==> src/rtl/trap_sel_pkg.sv <==
package trap_sel_pkg;
  typedef enum logic [1:0] {
    CSR_TVEC  = 2'd0,
    CSR_TBASE = 2'd1,
    CSR_ALTB  = 2'd2,
    CSR_NMIV  = 2'd3
  } csr_sel_e;

  typedef enum logic [1:0] {
    K_EXC,
    K_NMI,
    K_IRQ_SHARED,
    K_IRQ_TABLE
  } trap_kind_e;

  typedef enum logic {
    ST_IDLE,
    ST_WAIT
  } fetch_st_e;

  localparam logic [11:0] NMI_CAUSE = 12'hFFF;
endpackage

==> src/rtl/trap_csr_regs.sv <==
module trap_csr_regs
  import trap_sel_pkg::*;
#(
  parameter int XLEN      = 32,
  parameter int ALIGN_LSB = 8
) (
  input  logic            clk_i,
  input  logic            rst_ni,
  input  logic            we_i,
  input  csr_sel_e        sel_i,
  input  logic [XLEN-1:0] wdata_i,
  input  logic            nmi_to_tvec_i,
  input  logic [XLEN-1:0] reset_vec_i,
  output logic [XLEN-1:0] rdata_o,
  output logic [XLEN-1:0] tvec_o,
  output logic [XLEN-1:0] tbase_o,
  output logic [XLEN-1:0] alt_base_o,
  output logic            alt_en_o,
  output logic [XLEN-1:0] nmi_entry_o
);
  localparam logic [XLEN-1:0] WORD_MASK  = ~XLEN'(3);
  localparam logic [XLEN-1:0] TBASE_MASK = ~((XLEN'(1) << ALIGN_LSB) - XLEN'(1));
  localparam logic [XLEN-1:0] ALT_MASK   = ~XLEN'(2);

  logic [XLEN-1:0] tvec_q, tbase_q, alt_q;

  always_ff @(posedge clk_i or negedge rst_ni) begin
    if (!rst_ni) begin
      tvec_q  <= '0;
      tbase_q <= '0;
      alt_q   <= '0;
    end else if (we_i) begin
      unique case (sel_i)
        CSR_TVEC:  tvec_q  <= wdata_i & WORD_MASK;
        CSR_TBASE: tbase_q <= wdata_i & TBASE_MASK;
        CSR_ALTB:  alt_q   <= wdata_i & ALT_MASK;
        default:   ;  // NMI entry is derived, writes dropped
      endcase
    end
  end

  assign nmi_entry_o = nmi_to_tvec_i ? tvec_q : reset_vec_i;
  assign tvec_o      = tvec_q;
  assign tbase_o     = tbase_q;
  assign alt_base_o  = alt_q & WORD_MASK;
  assign alt_en_o    = alt_q[0];

  always_comb begin
    unique case (sel_i)
      CSR_TVEC:  rdata_o = tvec_q;
      CSR_TBASE: rdata_o = tbase_q;
      CSR_ALTB:  rdata_o = alt_q;
      default:   rdata_o = nmi_entry_o;
    endcase
  end

  // writes to the NMI select never disturb stored bases
  assert_nmi_write_ignored_R4: assert property (@(posedge clk_i) disable iff (!rst_ni)
    (we_i && sel_i == CSR_NMIV) |=> ($stable(tvec_o) && $stable(tbase_o) && $stable(alt_base_o)
                                    && $stable(alt_en_o)));
endmodule

==> src/rtl/trap_target_mux.sv <==
module trap_target_mux
  import trap_sel_pkg::*;
#(
  parameter int XLEN  = 32,
  parameter int ID_W  = 6,
  parameter int EXC_W = 4
) (
  input  logic             nmi_i,
  input  logic             exc_i,
  input  logic             irq_i,
  input  logic             irq_vectored_i,
  input  logic [EXC_W-1:0] exc_code_i,
  input  logic [ID_W-1:0]  irq_id_i,
  input  logic [XLEN-1:0]  tvec_i,
  input  logic [XLEN-1:0]  tbase_i,
  input  logic [XLEN-1:0]  alt_base_i,
  input  logic             alt_en_i,
  input  logic [XLEN-1:0]  nmi_entry_i,
  output logic             req_o,
  output trap_kind_e       kind_o,
  output logic [XLEN-1:0]  direct_addr_o,
  output logic [XLEN-1:0]  tbl_addr_o,
  output logic [XLEN-1:0]  cause_o
);
  logic [XLEN-1:0] irq_cause;
  assign irq_cause  = {1'b1, {(XLEN-1-ID_W){1'b0}}, irq_id_i};
  assign tbl_addr_o = tbase_i + (XLEN'(irq_id_i) << 2);
  assign req_o      = nmi_i | exc_i | irq_i;

  // fixed priority: NMI > exception > interrupt
  always_comb begin
    kind_o        = K_EXC;
    direct_addr_o = tvec_i;
    cause_o       = XLEN'(exc_code_i);
    if (nmi_i) begin
      kind_o        = K_NMI;
      direct_addr_o = nmi_entry_i;
      cause_o       = XLEN'(NMI_CAUSE);
    end else if (!exc_i && irq_i) begin
      cause_o = irq_cause;
      if (irq_vectored_i) begin
        kind_o        = K_IRQ_TABLE;
        direct_addr_o = '0;
      end else begin
        kind_o        = K_IRQ_SHARED;
        direct_addr_o = alt_en_i ? alt_base_i : tvec_i;
      end
    end
  end
endmodule

==> src/rtl/trap_vec_fetch.sv <==
module trap_vec_fetch
  import trap_sel_pkg::*;
#(
  parameter int XLEN = 32
) (
  input  logic            clk_i,
  input  logic            rst_ni,
  input  logic            start_i,
  input  logic            use_table_i,
  input  logic [XLEN-1:0] direct_addr_i,
  input  logic [XLEN-1:0] tbl_addr_i,
  input  logic [XLEN-1:0] cause_i,
  input  logic            tbl_rvalid_i,
  input  logic [XLEN-1:0] tbl_rdata_i,
  output logic            busy_o,
  output logic            tbl_req_o,
  output logic [XLEN-1:0] tbl_addr_o,
  output logic            entry_valid_o,
  output logic [XLEN-1:0] entry_addr_o,
  output logic [XLEN-1:0] cause_o
);
  localparam logic [XLEN-1:0] PTR_MASK = ~XLEN'(1);

  fetch_st_e       state_q;
  logic            valid_q;
  logic [XLEN-1:0] addr_q, cause_q, taddr_q;

  always_ff @(posedge clk_i or negedge rst_ni) begin
    if (!rst_ni) begin
      state_q <= ST_IDLE;
      valid_q <= 1'b0;
      addr_q  <= '0;
      cause_q <= '0;
      taddr_q <= '0;
    end else begin
      valid_q <= 1'b0;
      unique case (state_q)
        ST_IDLE: if (start_i) begin
          cause_q <= cause_i;
          if (use_table_i) begin
            state_q <= ST_WAIT;
            taddr_q <= tbl_addr_i;
          end else begin
            valid_q <= 1'b1;
            addr_q  <= direct_addr_i;
          end
        end
        default: if (tbl_rvalid_i) begin
          valid_q <= 1'b1;
          addr_q  <= tbl_rdata_i & PTR_MASK;
          state_q <= ST_IDLE;
        end
      endcase
    end
  end

  assign busy_o        = (state_q == ST_WAIT);
  assign tbl_req_o     = busy_o;
  assign tbl_addr_o    = taddr_q;
  assign entry_valid_o = valid_q;
  assign entry_addr_o  = addr_q;
  assign cause_o       = cause_q;

  assert_tbl_hold_R7: assert property (@(posedge clk_i) disable iff (!rst_ni)
    (tbl_req_o && !tbl_rvalid_i) |=> (tbl_req_o && $stable(tbl_addr_o)));
  assert_entry_bit0_R7: assert property (@(posedge clk_i) disable iff (!rst_ni)
    entry_valid_o |-> (entry_addr_o[0] == 1'b0));
  assert_busy_quiet_R9: assert property (@(posedge clk_i) disable iff (!rst_ni)
    (busy_o && !tbl_rvalid_i) |=> !entry_valid_o);
  assert_no_req_with_entry_R10: assert property (@(posedge clk_i) disable iff (!rst_ni)
    entry_valid_o |-> !tbl_req_o);
endmodule

==> src/rtl/trap_entry_sel.sv <==
module trap_entry_sel
  import trap_sel_pkg::*;
#(
  parameter int XLEN    = 32,
  parameter int NUM_SRC = 64,
  parameter int EXC_W   = 4
) (
  input  logic                       clk_i,
  input  logic                       rst_ni,
  input  logic                       csr_we_i,
  input  logic [1:0]                 csr_sel_i,
  input  logic [XLEN-1:0]            csr_wdata_i,
  output logic [XLEN-1:0]            csr_rdata_o,
  input  logic                       nmi_to_tvec_i,
  input  logic [XLEN-1:0]            reset_vec_i,
  input  logic                       trap_nmi_i,
  input  logic                       trap_exc_i,
  input  logic                       trap_irq_i,
  input  logic                       irq_vectored_i,
  input  logic [EXC_W-1:0]           exc_code_i,
  input  logic [$clog2(NUM_SRC)-1:0] irq_id_i,
  output logic                       tbl_req_o,
  output logic [XLEN-1:0]            tbl_addr_o,
  input  logic                       tbl_rvalid_i,
  input  logic [XLEN-1:0]            tbl_rdata_i,
  output logic                       busy_o,
  output logic                       entry_valid_o,
  output logic [XLEN-1:0]            entry_addr_o,
  output logic [XLEN-1:0]            cause_o
);
  localparam int ID_W      = $clog2(NUM_SRC);
  localparam int ALIGN_LSB = (ID_W + 2 > 6) ? ID_W + 2 : 6;

  logic [XLEN-1:0] tvec, tbase, alt_base, nmi_entry;
  logic            alt_en;
  logic            req;
  trap_kind_e      kind;
  logic [XLEN-1:0] direct_addr, tbl_addr, cause;

  trap_csr_regs #(.XLEN(XLEN), .ALIGN_LSB(ALIGN_LSB)) u_regs (
    .clk_i, .rst_ni,
    .we_i          (csr_we_i),
    .sel_i         (csr_sel_e'(csr_sel_i)),
    .wdata_i       (csr_wdata_i),
    .nmi_to_tvec_i (nmi_to_tvec_i),
    .reset_vec_i   (reset_vec_i),
    .rdata_o       (csr_rdata_o),
    .tvec_o        (tvec),
    .tbase_o       (tbase),
    .alt_base_o    (alt_base),
    .alt_en_o      (alt_en),
    .nmi_entry_o   (nmi_entry)
  );

  trap_target_mux #(.XLEN(XLEN), .ID_W(ID_W), .EXC_W(EXC_W)) u_mux (
    .nmi_i          (trap_nmi_i),
    .exc_i          (trap_exc_i),
    .irq_i          (trap_irq_i),
    .irq_vectored_i (irq_vectored_i),
    .exc_code_i     (exc_code_i),
    .irq_id_i       (irq_id_i),
    .tvec_i         (tvec),
    .tbase_i        (tbase),
    .alt_base_i     (alt_base),
    .alt_en_i       (alt_en),
    .nmi_entry_i    (nmi_entry),
    .req_o          (req),
    .kind_o         (kind),
    .direct_addr_o  (direct_addr),
    .tbl_addr_o     (tbl_addr),
    .cause_o        (cause)
  );

  trap_vec_fetch #(.XLEN(XLEN)) u_fetch (
    .clk_i, .rst_ni,
    .start_i       (req),
    .use_table_i   (kind == K_IRQ_TABLE),
    .direct_addr_i (direct_addr),
    .tbl_addr_i    (tbl_addr),
    .cause_i       (cause),
    .tbl_rvalid_i  (tbl_rvalid_i),
    .tbl_rdata_i   (tbl_rdata_i),
    .busy_o        (busy_o),
    .tbl_req_o     (tbl_req_o),
    .tbl_addr_o    (tbl_addr_o),
    .entry_valid_o (entry_valid_o),
    .entry_addr_o  (entry_addr_o),
    .cause_o       (cause_o)
  );

  assert_nmi_cause_R3: assert property (@(posedge clk_i) disable iff (!rst_ni)
    (!busy_o && trap_nmi_i) |=> (entry_valid_o && cause_o == XLEN'(NMI_CAUSE)));
  assert_exc_over_irq_R8: assert property (@(posedge clk_i) disable iff (!rst_ni)
    (!busy_o && trap_exc_i && !trap_nmi_i) |=>
      (entry_valid_o && !tbl_req_o && cause_o == XLEN'($past(exc_code_i))));
  assert_tbl_word_R6: assert property (@(posedge clk_i) disable iff (!rst_ni)
    tbl_req_o |-> (tbl_addr_o[1:0] == 2'b00));
endmodule

==> config.mk <==
export PLATFORM = sky130hd
export DESIGN_NAME = trap_entry_sel
export DESIGN_NICKNAME = d
export VERILOG_FILES = /design/src/rtl/trap_sel_pkg.sv /design/src/rtl/trap_csr_regs.sv /design/src/rtl/trap_target_mux.sv /design/src/rtl/trap_vec_fetch.sv /design/src/rtl/trap_entry_sel.sv
export SDC_FILE = /design/constraint.sdc
export NUM_CORES = 1
export LEC_CHECK = 0
export ABC_AREA = 1
export BUFFER_PORTS_ARGS = -buffer_cell sky130_fd_sc_hd__buf_2
export CAP_MARGIN = 30
export CORE_MARGIN = 2
export CORE_UTILIZATION = 30
export CTS_BUF_LIST = sky130_fd_sc_hd__clkbuf_4 sky130_fd_sc_hd__clkbuf_8 sky130_fd_sc_hd__clkbuf_16
export CTS_CLUSTER_DIAMETER = 100
export DETAILED_ROUTE_END_ITERATION = 8
export PLACE_DENSITY = 0.51
export SETUP_SLACK_MARGIN = 0.3
export SYNTH_ARGS = -nofsm -noshare
export SYNTH_HDL_FRONTEND = slang
export SYNTH_HIERARCHICAL = 1
export SYNTH_SLANG_ARGS = --single-unit
==> constraint.sdc <==
create_clock -name clk_i -period 2 [get_ports clk_i]
set_input_delay 0.4 -clock clk_i [delete_from_list [all_inputs] [get_ports clk_i]]
set_output_delay 0.4 -clock clk_i [all_outputs]
set_load 0.02 [all_outputs]
# [Yosys cells after proc, flatten, opt, wreduce, memory -nomap -nowiden]
# Cells that the tools add are included.
[op_classes] bitwise_logic=3 n_eq_ne=5 n_reduce_logical=10 n_addsub=1 mux=23
[op_table] op="32-bit two-way mux" n=11
[op_table] op="32-bit one-hot mux with 3 select lines" n=1
[op_table] op="32-bit by 8-bit adder with 32-bit output" n=1
[op_table] op="1-bit two-way mux" n=9
[op_table] op="2-bit AND reduction" n=4
[op_table] op="3-bit AND reduction" n=2
[op_table] op="2-bit equality test (second input constant)" n=2
[op_table] op="2-bit two-way mux" n=2
[op_table] op="2-bit != test (second input constant)" n=2
[op_table] op="2-bit by 1-bit equality test with 1-bit output (second input constant)" n=1
[op_table] op="2-bit logical NOT" n=1
[op_table] op="1-bit bitwise OR" n=2
[op_table] op="2-bit nonzero test" n=1
[op_table] op="1-bit logical AND" n=1
[op_table] op="1-bit logical NOT" n=1
[op_table] op="1-bit NOT" n=1
[totals] word_cells=50 out_inout_bits=131 ff_bits=183 inputBits=117

# [Logic depth before layout (Yosys ltp)]
# Gate-level depths: netlist (run 1).
[depth] ltp_word=8 depth_mapped=14 ltp_nobuf=13

# [Cells and area by module]
# Netlist (run 1), hierarchy kept.
[modules_own_cells] mod="trap_csr_regs" cells_each=638 n_inst=1 area_each_um2=4642.0 seq_area_each_um2=2127.0
[modules_own_cells] mod="trap_vec_fetch" cells_each=522 n_inst=1 area_each_um2=4221.5 seq_area_each_um2=2452.4
[modules_own_cells] mod="trap_target_mux" cells_each=427 n_inst=1 area_each_um2=2134.5 seq_area_each_um2=0.0
[modules_own_cells] mod="trap_entry_sel" cells_each=2 n_inst=1 area_each_um2=7.5 seq_area_each_um2=0.0

# [Worst setup path after synthesis (run 1)]
# Ideal clock, no wire load.
[synth_path] path_kind="input -> register" from="input port trap_nmi_i" to="register u_fetch.addr_q[10] (netlist: u_fetch/entry_addr_o[10])" required_ns=1.883 setup_slack_ns=0.176 arrival_ns=1.707 cell_stages=12 path_buffers=5 setup_ns=0.117 cell_sequence="buf_2 > clkbuf_1 > nor2_1 > buf_4 > nand2_1 > inv_1 > buf_2 > inv_2 > nand3_2 > buf_2 > nand3_1 > nand2_1"
[synth_between] elab_chain_len=4 word_cells_on_any_way=11 classes_between="2 x eq/ne; 5 x mux; 2 x bitwise; 2 x reduce/logical"
[synth_rtl] element="start: declaration" line_no="trap_entry_sel.sv:16" source="input logic trap_nmi_i,"
[synth_rtl] element="2-bit two-way mux" line_no="trap_target_mux.sv:35" source="if (nmi_i) begin"
[synth_rtl] element="via kind[1]" line_no="trap_entry_sel.sv:37" source="trap_kind_e kind;"
[synth_rtl] element="2-bit equality test" line_no="trap_entry_sel.sv:77" source=".use_table_i (kind == K_IRQ_TABLE),"
[synth_rtl] element="2-bit != test (no line)"
[synth_rtl] element="3-bit AND reduction (no line)"
[synth_rtl] element="end signal: assignment" line_no="trap_vec_fetch.sv:45" source="addr_q <= direct_addr_i;"
[synth_rtl] element="end signal: assignment" line_no="trap_vec_fetch.sv:50" source="addr_q <= tbl_rdata_i & PTR_MASK;"
[synth_rtl] element="end: declaration" line_no="trap_vec_fetch.sv:26" source="logic [XLEN-1:0] addr_q, cause_q, taddr_q;"
# The timed path passes the listed nets, and every way through them passes these cells. The select of a mux whose other input is x is not followed.
# A chain may end at the register's enable or synchronous reset.

# [Final worst setup path (run 1)]
[layout_path] from="register u_regs.tvec_q[20] (netlist: u_regs/tvec_o[20])" to="output port csr_rdata_o[20]"
[layout_between] elab_chain_len=2
[layout_rtl] element="start: declaration" line_no="trap_csr_regs.sv:25" source="logic [XLEN-1:0] tvec_q, tbase_q, alt_q;"
[layout_rtl] element="start signal: assignment" line_no="trap_csr_regs.sv:34" source="CSR_TVEC: tvec_q <= wdata_i & WORD_MASK;"
[layout_rtl] element="32-bit two-way mux" line_no="trap_csr_regs.sv:42" source="assign nmi_entry_o = nmi_to_tvec_i ? tvec_q : reset_vec_i;"
[layout_rtl] element="32-bit one-hot mux with 3 select lines *" line_no="trap_csr_regs.sv:49" source="unique case (sel_i)"
[layout_rtl] element="end: declaration" line_no="trap_entry_sel.sv:13" source="output logic [XLEN-1:0] csr_rdata_o,"
# Mark *: on every way between the ends. The rest lies on a longest branch, timed or not.

==> results.md, run 1 <==
- Starting density of the core: 0.303
- RD Place Congestion: 0.856
- Die area: 38200 um^2
- Critical path endpoint category: output port
- Vias in the first global route: around 11000
- Pwr/cell area: 850 nW/um^2
- Filler instances: 3870
- Met3 usage: 0.0330
- Vias: 11200
- Number of buffers created by CTS: 17
- Min-delay worst type: input port to flip-flop
- Outcome: finished, final reports clean
- Reg-to-Reg Start: u_regs/alt_q[0]
- DR pass1 iterations: 6
- Clk_skew: 0.0111 ns
- Fin nets: 2030
- Synth Area per Inst: 6.93 um^2
- Dpl hpwl: 28.4 mm
- CTS root buf: clkbuf_16
- FF-to-FF path depth: 9
- Chip height: 196 um
- Max-Cap Viols: 0
- Clock period minus final worst setup slack: around 1.8 ns
- RR Endpoint: u_fetch/entry_addr_o[24]
- Met1 GRT Util: 0.276
- Placeable Area: roughly 36000 um^2
- Gate Count Post-Synth: roughly 1600
- Fmax: 0.571 GHz
- Port Buffers: 245
- Ports: 248
- Static leakage: 8.02 nW
- RSZ-0062 raised after global routing: yes
- Slew Viols, Final: 0
- Crit path max fanout: 3
- Worst hold endpoint: u_fetch/busy_o
- Setup violations, final: 0
- Global-route wire length before repair: 61.3 mm
- DRT Wirelength: a little under 40 mm
- CP Data Required Time: ~1.6 ns
- Worst R2R Setup Slack: about 0.40 ns
- GR Util met2: 0.343
- Tcrit/Tclk final: 0.875
- Hold path startpoint: tbl_rvalid_i
- Setup CP Type: flip-flop to output port
- Hold path cells: 2
- Worst skew pair latency: 0.44 ns
- Pin count of the biggest net entering global routing: 67
- Yosys cell types: 39
- Worst vdd ir: 0.543 mV
- GR peak layer: met2
- CP arrival: ~1.4 ns
- Final core occ: 0.404
- Via density: 4.67
- Share of synthesized registers carrying an async set or reset: 1.00
- Yosys reg bits: about 180
- Worst slack, placed: 0.0574 ns
- GRT Util Overall: 0.207
- Fin. Hold Viols: 0
- Remaining antenna violation count: 0
- WL/cell: 16.7 um
- Total clock sinks: roughly 180
- FP Rows: 70
- EDFF count, synth: 0
- Width of the die: 196 um
- Synthesized cell area: 11000 um^2
- Clk slew on worst S/H paths: about 0.070 ns
- Synth warn: 6
- Crit start category: flip-flop
- Initial DRC count: 835
- CTS H-tree depth: 4
- Final TNS setup: 0 ns
- Residual DRC count: 0
- Sequential element share of the synthesized area: 0.416
- CTS max path bufs: 2
- Final WS setup: 0.249 ns
- Grt ovf: 0
- Initial antenna violation count: 3
- CTS tree: done
- Main flop type after synthesis: dfrtp_1
- Share of layout cells above drive strength 1: 0.299
- Area growth from synthesis to layout: 33.4%
-- timing repair --
action | 4_1_cts | 5_1_grt
resized for setup | 157 | 55
setup endpoints to repair | 36 | 54
hold buffers | 1 | 0
buffers inserted | 47 | 32
pin swaps | 29 | 70
hold endpoints to repair | 12 | 0
cloned | 4 | 0
-- cell usage in the layout, fill, tap and decap left out, types with 3 or more instances in the layout --
cell	n
buf_12	21
buf_2	211
buf_4	121
buf_6	32
clkbuf_16	17
clkbuf_4	6
clkbuf_8	3
clkinv_2	4
conb_1	31
dfrtp_1	167
dfrtp_2	16
diode_2	3
ha_1	6
inv_1	87
inv_2	18
inv_4	4
nand2_1	650
nand2_2	33
nand2_4	3
nand3_1	123
nand3_2	22
nand3b_1	3
nand4_1	7
nor2_1	97
nor2_2	9
nor2_4	5
nor3_1	6
o21ai_0	96
o21ai_1	51
o21ai_2	29
xor2_1	12
-- Yosys cell counts (2+ instances only) --
master    instances  area, um^2
inv_2             5        18.8
buf_1             2        7.51
nor3_1            6        30.0
conb_1            2        7.51
xnor2_1           2        17.5
ha_1              6        75.1
nand3_2           2        20.0
or2_2             2        12.5
inv_4             4        25.0
nand2_2          11        68.8
buf_2            35         175
xor2_1           12         105
inv_1           102         383
dfrtp_1         183        4580
o21ai_1          49         245
nand3_1         143         716
buf_6            12         135
clkbuf_1         19        71.3
clkbuf_2          5        25.0
o21ai_2           7        61.3
buf_4            52         390
nor2_4            4        45.0
nand2_1         672        2520
nor2_2            2        12.5
nand3b_1          3        22.5
nand4_1           7        43.8
a21oi_1           2        10.0
nor2_1          104         390
o21ai_0         120         601
nand2_4           4        45.0
nor2_8            2        40.0
-- worst max-delay path, stage by stage (launching register included) --
cell,delay (ns)
dfrtp_1,0.40
inv_2,0.07
nor2_1,0.05
nor2_1,0.13
nand2_2,0.11
buf_6,0.15
-- layout make-up --
cell class              count  area, um^2  area share
diodes                      3        7.51    0.000511
clock inverters             8        98.8     0.00673
multi-input cells        1199        5570       0.380
repair buffers            393        2890       0.197
well taps                 468         586      0.0399
inverters                 112         444      0.0303
flip-flops and latches    183        4600       0.313
clock buffers              23         483      0.0329
-- where the power goes --
| group | internal, mW | switching [mW] | leakage (nW) |
|---|---|---|---|
| Clock | 1.95 | 1.49 | 0.287 |
| Sequential | 4.37 | 0.410 | 2.26 |
| Combinational | 1.66 | 2.59 | 5.47 |
-- how the worst max path moves through the flow --
| stage | startpoint | endpoint | slack, ns |
|---|---|---|---|
| CTS | u_regs/tvec_o[21] | csr_rdata_o[21] | 0.23 |
| global route | u_regs/alt_q[30] | csr_rdata_o[30] | 0.19 |
| finish | u_regs/tvec_o[20] | csr_rdata_o[20] | 0.25 |
| global placement | trap_exc_i | u_fetch/entry_addr_o[17] | 0.08 |
| detailed placement | trap_exc_i | u_fetch/entry_addr_o[17] | 0.06 |
| floorplan | trap_nmi_i | u_fetch/entry_addr_o[30] | 0.31 |
-- registers in the layout (all words and copies together) (netlist names) --
signal and count:
u_fetch/entry_addr_o 32, u_regs/tbase_o 24, u_regs/tvec_o 30, u_fetch/entry_valid_o 1
u_fetch/tbl_addr_o 32, u_fetch/busy_o 1, u_fetch/cause_o 32, u_regs/alt_q 31
-- metal layers --
| layer | routed length [um] | part of all wire | vias to the layer above |
|---|---|---|---|
| li1 | - | - | 5577 |
| met1 | 17700 | 0.44 | 5225 |
| met2 | 19200 | 0.48 | 311 |
| met3 | 2040 | 0.051 | 38 |
| met4 | 927 | 0.023 | 0 |
| met5 | 0 | 0 | - |
-- cells by family (layout without fill, tap and decap cells) --
kind of cell,after synthesis,count (layout),share of synthesized area
fa+ha+maj,7,7,0.00864
flops,183,183,0.416
buf+inv,237,536,0.112
compound gates,182,182,0.0882
simple gates,964,965,0.363
other cells,2,34,0.000682
xor+xnor,14,14,0.0111
-- per-stage QoR --
stage	cells	power [mW]	area [um^2]	hold WS, ns
after floorplan	1618	7.02	11100	0.104
after global placement	2271	8.41	12800	0.252
after detailed placement	2271	8.45	12800	0.250
after CTS	2354	12.4	14300	0.112
after global routing	2389	13.2	14700	0.124
final	2389	12.5	14700	0.138
(Power assumes the default switching activity.)
==> run 2: changes to the inputs <==
--- a/config.mk
+++ b/config.mk
@@ -13,9 +13,8 @@
 export CTS_BUF_LIST = sky130_fd_sc_hd__clkbuf_4 sky130_fd_sc_hd__clkbuf_8 sky130_fd_sc_hd__clkbuf_16
 export CTS_CLUSTER_DIAMETER = 100
 export DETAILED_ROUTE_END_ITERATION = 8
-export PLACE_DENSITY = 0.51
+export PLACE_DENSITY = 0.53
 export SETUP_SLACK_MARGIN = 0.3
 export SYNTH_ARGS = -nofsm -noshare
 export SYNTH_HDL_FRONTEND = slang
-export SYNTH_HIERARCHICAL = 1
 export SYNTH_SLANG_ARGS = --single-unit
==> results.md, run 2 <==
- Final Cell Area: 12600 um^2 (was 14700 um^2)
- Remaining antenna violation count: 0 (unchanged)
- Synth cell count leaders: nand2_1, dfrtp_1, inv_1, o21ai_0, nand3_1 (was nand2_1, dfrtp_1, nand3_1, o21ai_0, nor2_1)
- FF-to-FF path depth: 13 (was 9)
- Placed cell area: 10000 um^2 (was 12800 um^2)
- Most common cell in the netlist: nand2_1 (unchanged)
- Ports: 248 (unchanged)
- Tcrit/Tclk final: 0.897 (was 0.875)
- Post-Layout Cell Count: 1884 (was 2389)
- WL/cell: 18.1 um (was 16.7 um)
- Number of buffers created by CTS: 17 (unchanged)
- Share of layout cells above drive strength 1: 0.365 (was 0.299)
- Grt ovf: 0 (unchanged)
- GRT Util Overall: 0.225 (was 0.207)
- Slew Viols, Final: 0 (unchanged)
- RSZ-0062 raised after global routing: yes (unchanged)
- Pin count of the biggest net entering global routing: 48 (was 67)
- Max reg flops: 32
- Reg-to-Reg Start: u_regs.tvec_o[20] (was u_regs/alt_q[0])
- RR Endpoint: u_fetch.entry_addr_o[20] (was u_fetch/entry_addr_o[24])
- Hold path cells: 2 (unchanged)
- Sequential element share of the synthesized area: 0.464 (was 0.416)
- Setup violations, final: 0 (unchanged)
- CTS tree: done (unchanged)
- Multi-input logic area: 4090 um^2 (was 5570 um^2)
- Sw Pwr: 4.03 mW (was 4.49 mW)
- Synthesized cell area: 8470 um^2 (was 11000 um^2)
- Pint: 7.72 mW (was 7.99 mW)
- Filler instances: 2894 (was 3870)
- CP arrival: 1.39 ns (was 1.35 ns)
- DRT Wirelength: 34.0 mm (was 39.8 mm)
- DR pass1 iterations: 5 (was 6)
- Initial antenna violation count: 0 (was 3)
- Worst hold endpoint: u_fetch.busy_o (was u_fetch/busy_o)
- Final WS setup: 0.207 ns (was 0.249 ns)
- Top cell type's share of synthesized area: 0.464 (was 0.416)
- Worst skew pair latency: 0.43 ns (was 0.44 ns)
- Via density: 4.83 (was 4.67)
- Placed insts: 1733 (was 2271)
- Yosys cell types: 34 (was 39)
- Min Hold Slack: 0.185 ns (was 0.138 ns)
- Vias: 9095 (was 11200)
- Global-route wire length before repair: 49.5 mm (was 61.3 mm)
- Clock period minus final worst setup slack: 1.79 ns (was 1.75 ns)
- Residual DRC count: 0 (unchanged)
- CTS root buf: clkbuf_16 (unchanged)
- Chip height: 172 um (was 196 um)
- Starting density of the core: 0.305 (was 0.303)
- CP Data Required Time: 1.60 ns (about the same)
- FP Rows: 61 (was 70)
- Switching share of power: 0.343 (was 0.360)
- Fmax: 0.558 GHz (was 0.571 GHz)
- Worst vdd ir: 0.496 mV (was 0.543 mV)
- CTS H-tree depth: 4 (unchanged)
- Register share of total power: 0.352 (was 0.383)
- Crit path max fanout: 14 (was 3)
- Static leakage: 6.63 nW (was 8.02 nW)
- Pwr/cell area: 934 nW/um^2 (was 850 nW/um^2)
- Final TNS setup: 0 ns (unchanged)
- Gate Count Post-Synth: 1162 (was 1589)
- Initial DRC count: 762 (was 835)
- Crit start category: input port (was flip-flop)
- Fin. Hold Viols: 0 (unchanged)
- Design Power: 11.7 mW (was 12.5 mW)
- Final core occ: 0.453 (was 0.404)
- CTS max path bufs: 2 (unchanged)
- Largest cells by area after synthesis: dfrtp_1, nand2_1, o21ai_0 (was dfrtp_1, nand2_1, nand3_1)
- Clock share of power: 0.325 (was 0.276)
- Dpl hpwl: 23.0 mm (was 28.4 mm)
- ANT cells: 0 (was 3)
- Synth warn: 0 (was 6)
- Fin nets: 1611 (was 2030)
- Width of the die: 172 um (was 196 um)
- RD Place Congestion: 0.827 (was 0.856)
- Synth Area per Inst: 7.29 um^2 (was 6.93 um^2)
- Clk slew on worst S/H paths: 0.06 ns (was 0.07 ns)
- Die area: 29600 um^2 (was 38200 um^2)
- Port Buffers: 224 (was 245)
- Outcome: finished, final reports clean (unchanged)
- EDFF count, synth: 0 (unchanged)
- Commonest non-fill, non-tap cells in the layout: nand2_1, buf_2, dfrtp_1 (unchanged)
- Max-Cap Viols: 0 (unchanged)
- Area growth from synthesis to layout: 48.5% (was 33.4%)
- Critical path endpoint category: output port (unchanged)
- Worst slack, placed: 0.0856 ns (was 0.0574 ns)
- Combinational share of power: 0.323 (was 0.341)
- Worst R2R Setup Slack: 0.21 ns (was 0.40 ns)
- Clk_skew: 0.0133 ns (was 0.0111 ns)
- Yosys reg bits: 157 (was 183)
- Yosys top cell by area: dfrtp_1 (unchanged)
- Share of synthesized registers carrying an async set or reset: 1.00 (unchanged)
- Most common cell after layout, fill and taps aside: nand2_1 (unchanged)
- Min-delay worst type: input port to flip-flop (unchanged)
- Main flop type after synthesis: dfrtp_1 (unchanged)
- Reg area: 3930 um^2 (was 4600 um^2)
- Vias in the first global route: 8496 (was 10600)
- Hold path startpoint: tbl_rvalid_i (unchanged)
- Total clock sinks: 157 (was 183)
- Setup CP Type: input port to output port (was flip-flop to output port)
- Placeable Area: 27800 um^2 (was 36300 um^2)
[run 2: logic make-up (layout without fill, tap and decap cells)]
logic type,after synthesis,after routing,synth area share
buffers and inverters,238,562,0.128
AO/OA/AOI/OAI,211,211,0.144
flip-flops,157,157,0.464
AND/OR/NAND/NOR,555,555,0.264
other,1,21,0.000443
[run 2: metal layers]
metal  GRT usage  vias up  wire [um]
li1            -     4285          -
met1       0.291     4348      14400
met2       0.369      399      16000
met3      0.0506       63       2400
met4      0.0807        0       1210
met5           0        -          0
[run 2: what timing repair did]
| item | CTS | global route |
|---|---|---|
| resized for setup | 161 | 78 |
| setup buffers | 84 | 31 |
| hold buffers | 1 | 0 |
| gates cloned | 3 | 1 |
| endpoints found under the setup margin | 65 | 59 |
| pin swaps | 43 | 51 |
| endpoints found under the hold margin | 36 | 0 |
[run 2: worst max path at each step]
| stage | startpoint | endpoint | slack [ns] | cells after the start |
|---|---|---|---|---|
| 2_1_floorplan | nmi_to_tvec_i | csr_rdata_o[27] | 0.31 | 5 |
| 3_3_place_gp | nmi_to_tvec_i | csr_rdata_o[22] | 0.08 | 8 |
| 3_5_place_dp | nmi_to_tvec_i | csr_rdata_o[22] | 0.09 | 8 |
| 4_1_cts | u_regs.tvec_o[19] | csr_rdata_o[19] | 0.22 | 4 |
| 5_1_grt | u_regs.tvec_o[20] | u_fetch.entry_addr_o[20] | 0.13 | 13 |
| 6_report | nmi_to_tvec_i | csr_rdata_o[27] | 0.21 | 6 |
[run 2: cell type report]
class | instances | area share
Tap cell | 378 | 0.0376
Timing Repair Buffer | 382 | 0.223
Sequential cell | 157 | 0.313
Clock buffer | 20 | 0.0366
Inverter | 149 | 0.0474
Clock inverter | 11 | 0.0170
Multi-Input combinational cell | 787 | 0.325
[run 2: power by group through the flow]
stage / Combinational (mW) / Clock (mW) / Sequential (mW)
2_1_floorplan: 1.43 / 0 / 4.47
3_3_place_gp: 2.86 / 0 / 4.16
3_5_place_dp: 2.88 / 0 / 4.17
4_1_cts: 3.51 / 3.89 / 4.12
5_1_grt: 4.11 / 4.03 / 4.20
6_report: 3.80 / 3.82 / 4.13
[run 2: critical path, stage by stage]
cell and delay [ns]:
buf_2 0.17, buf_6 0.21, nand2_1 0.11, and2_4 0.18, o21ai_4 0.17, buf_6 0.14
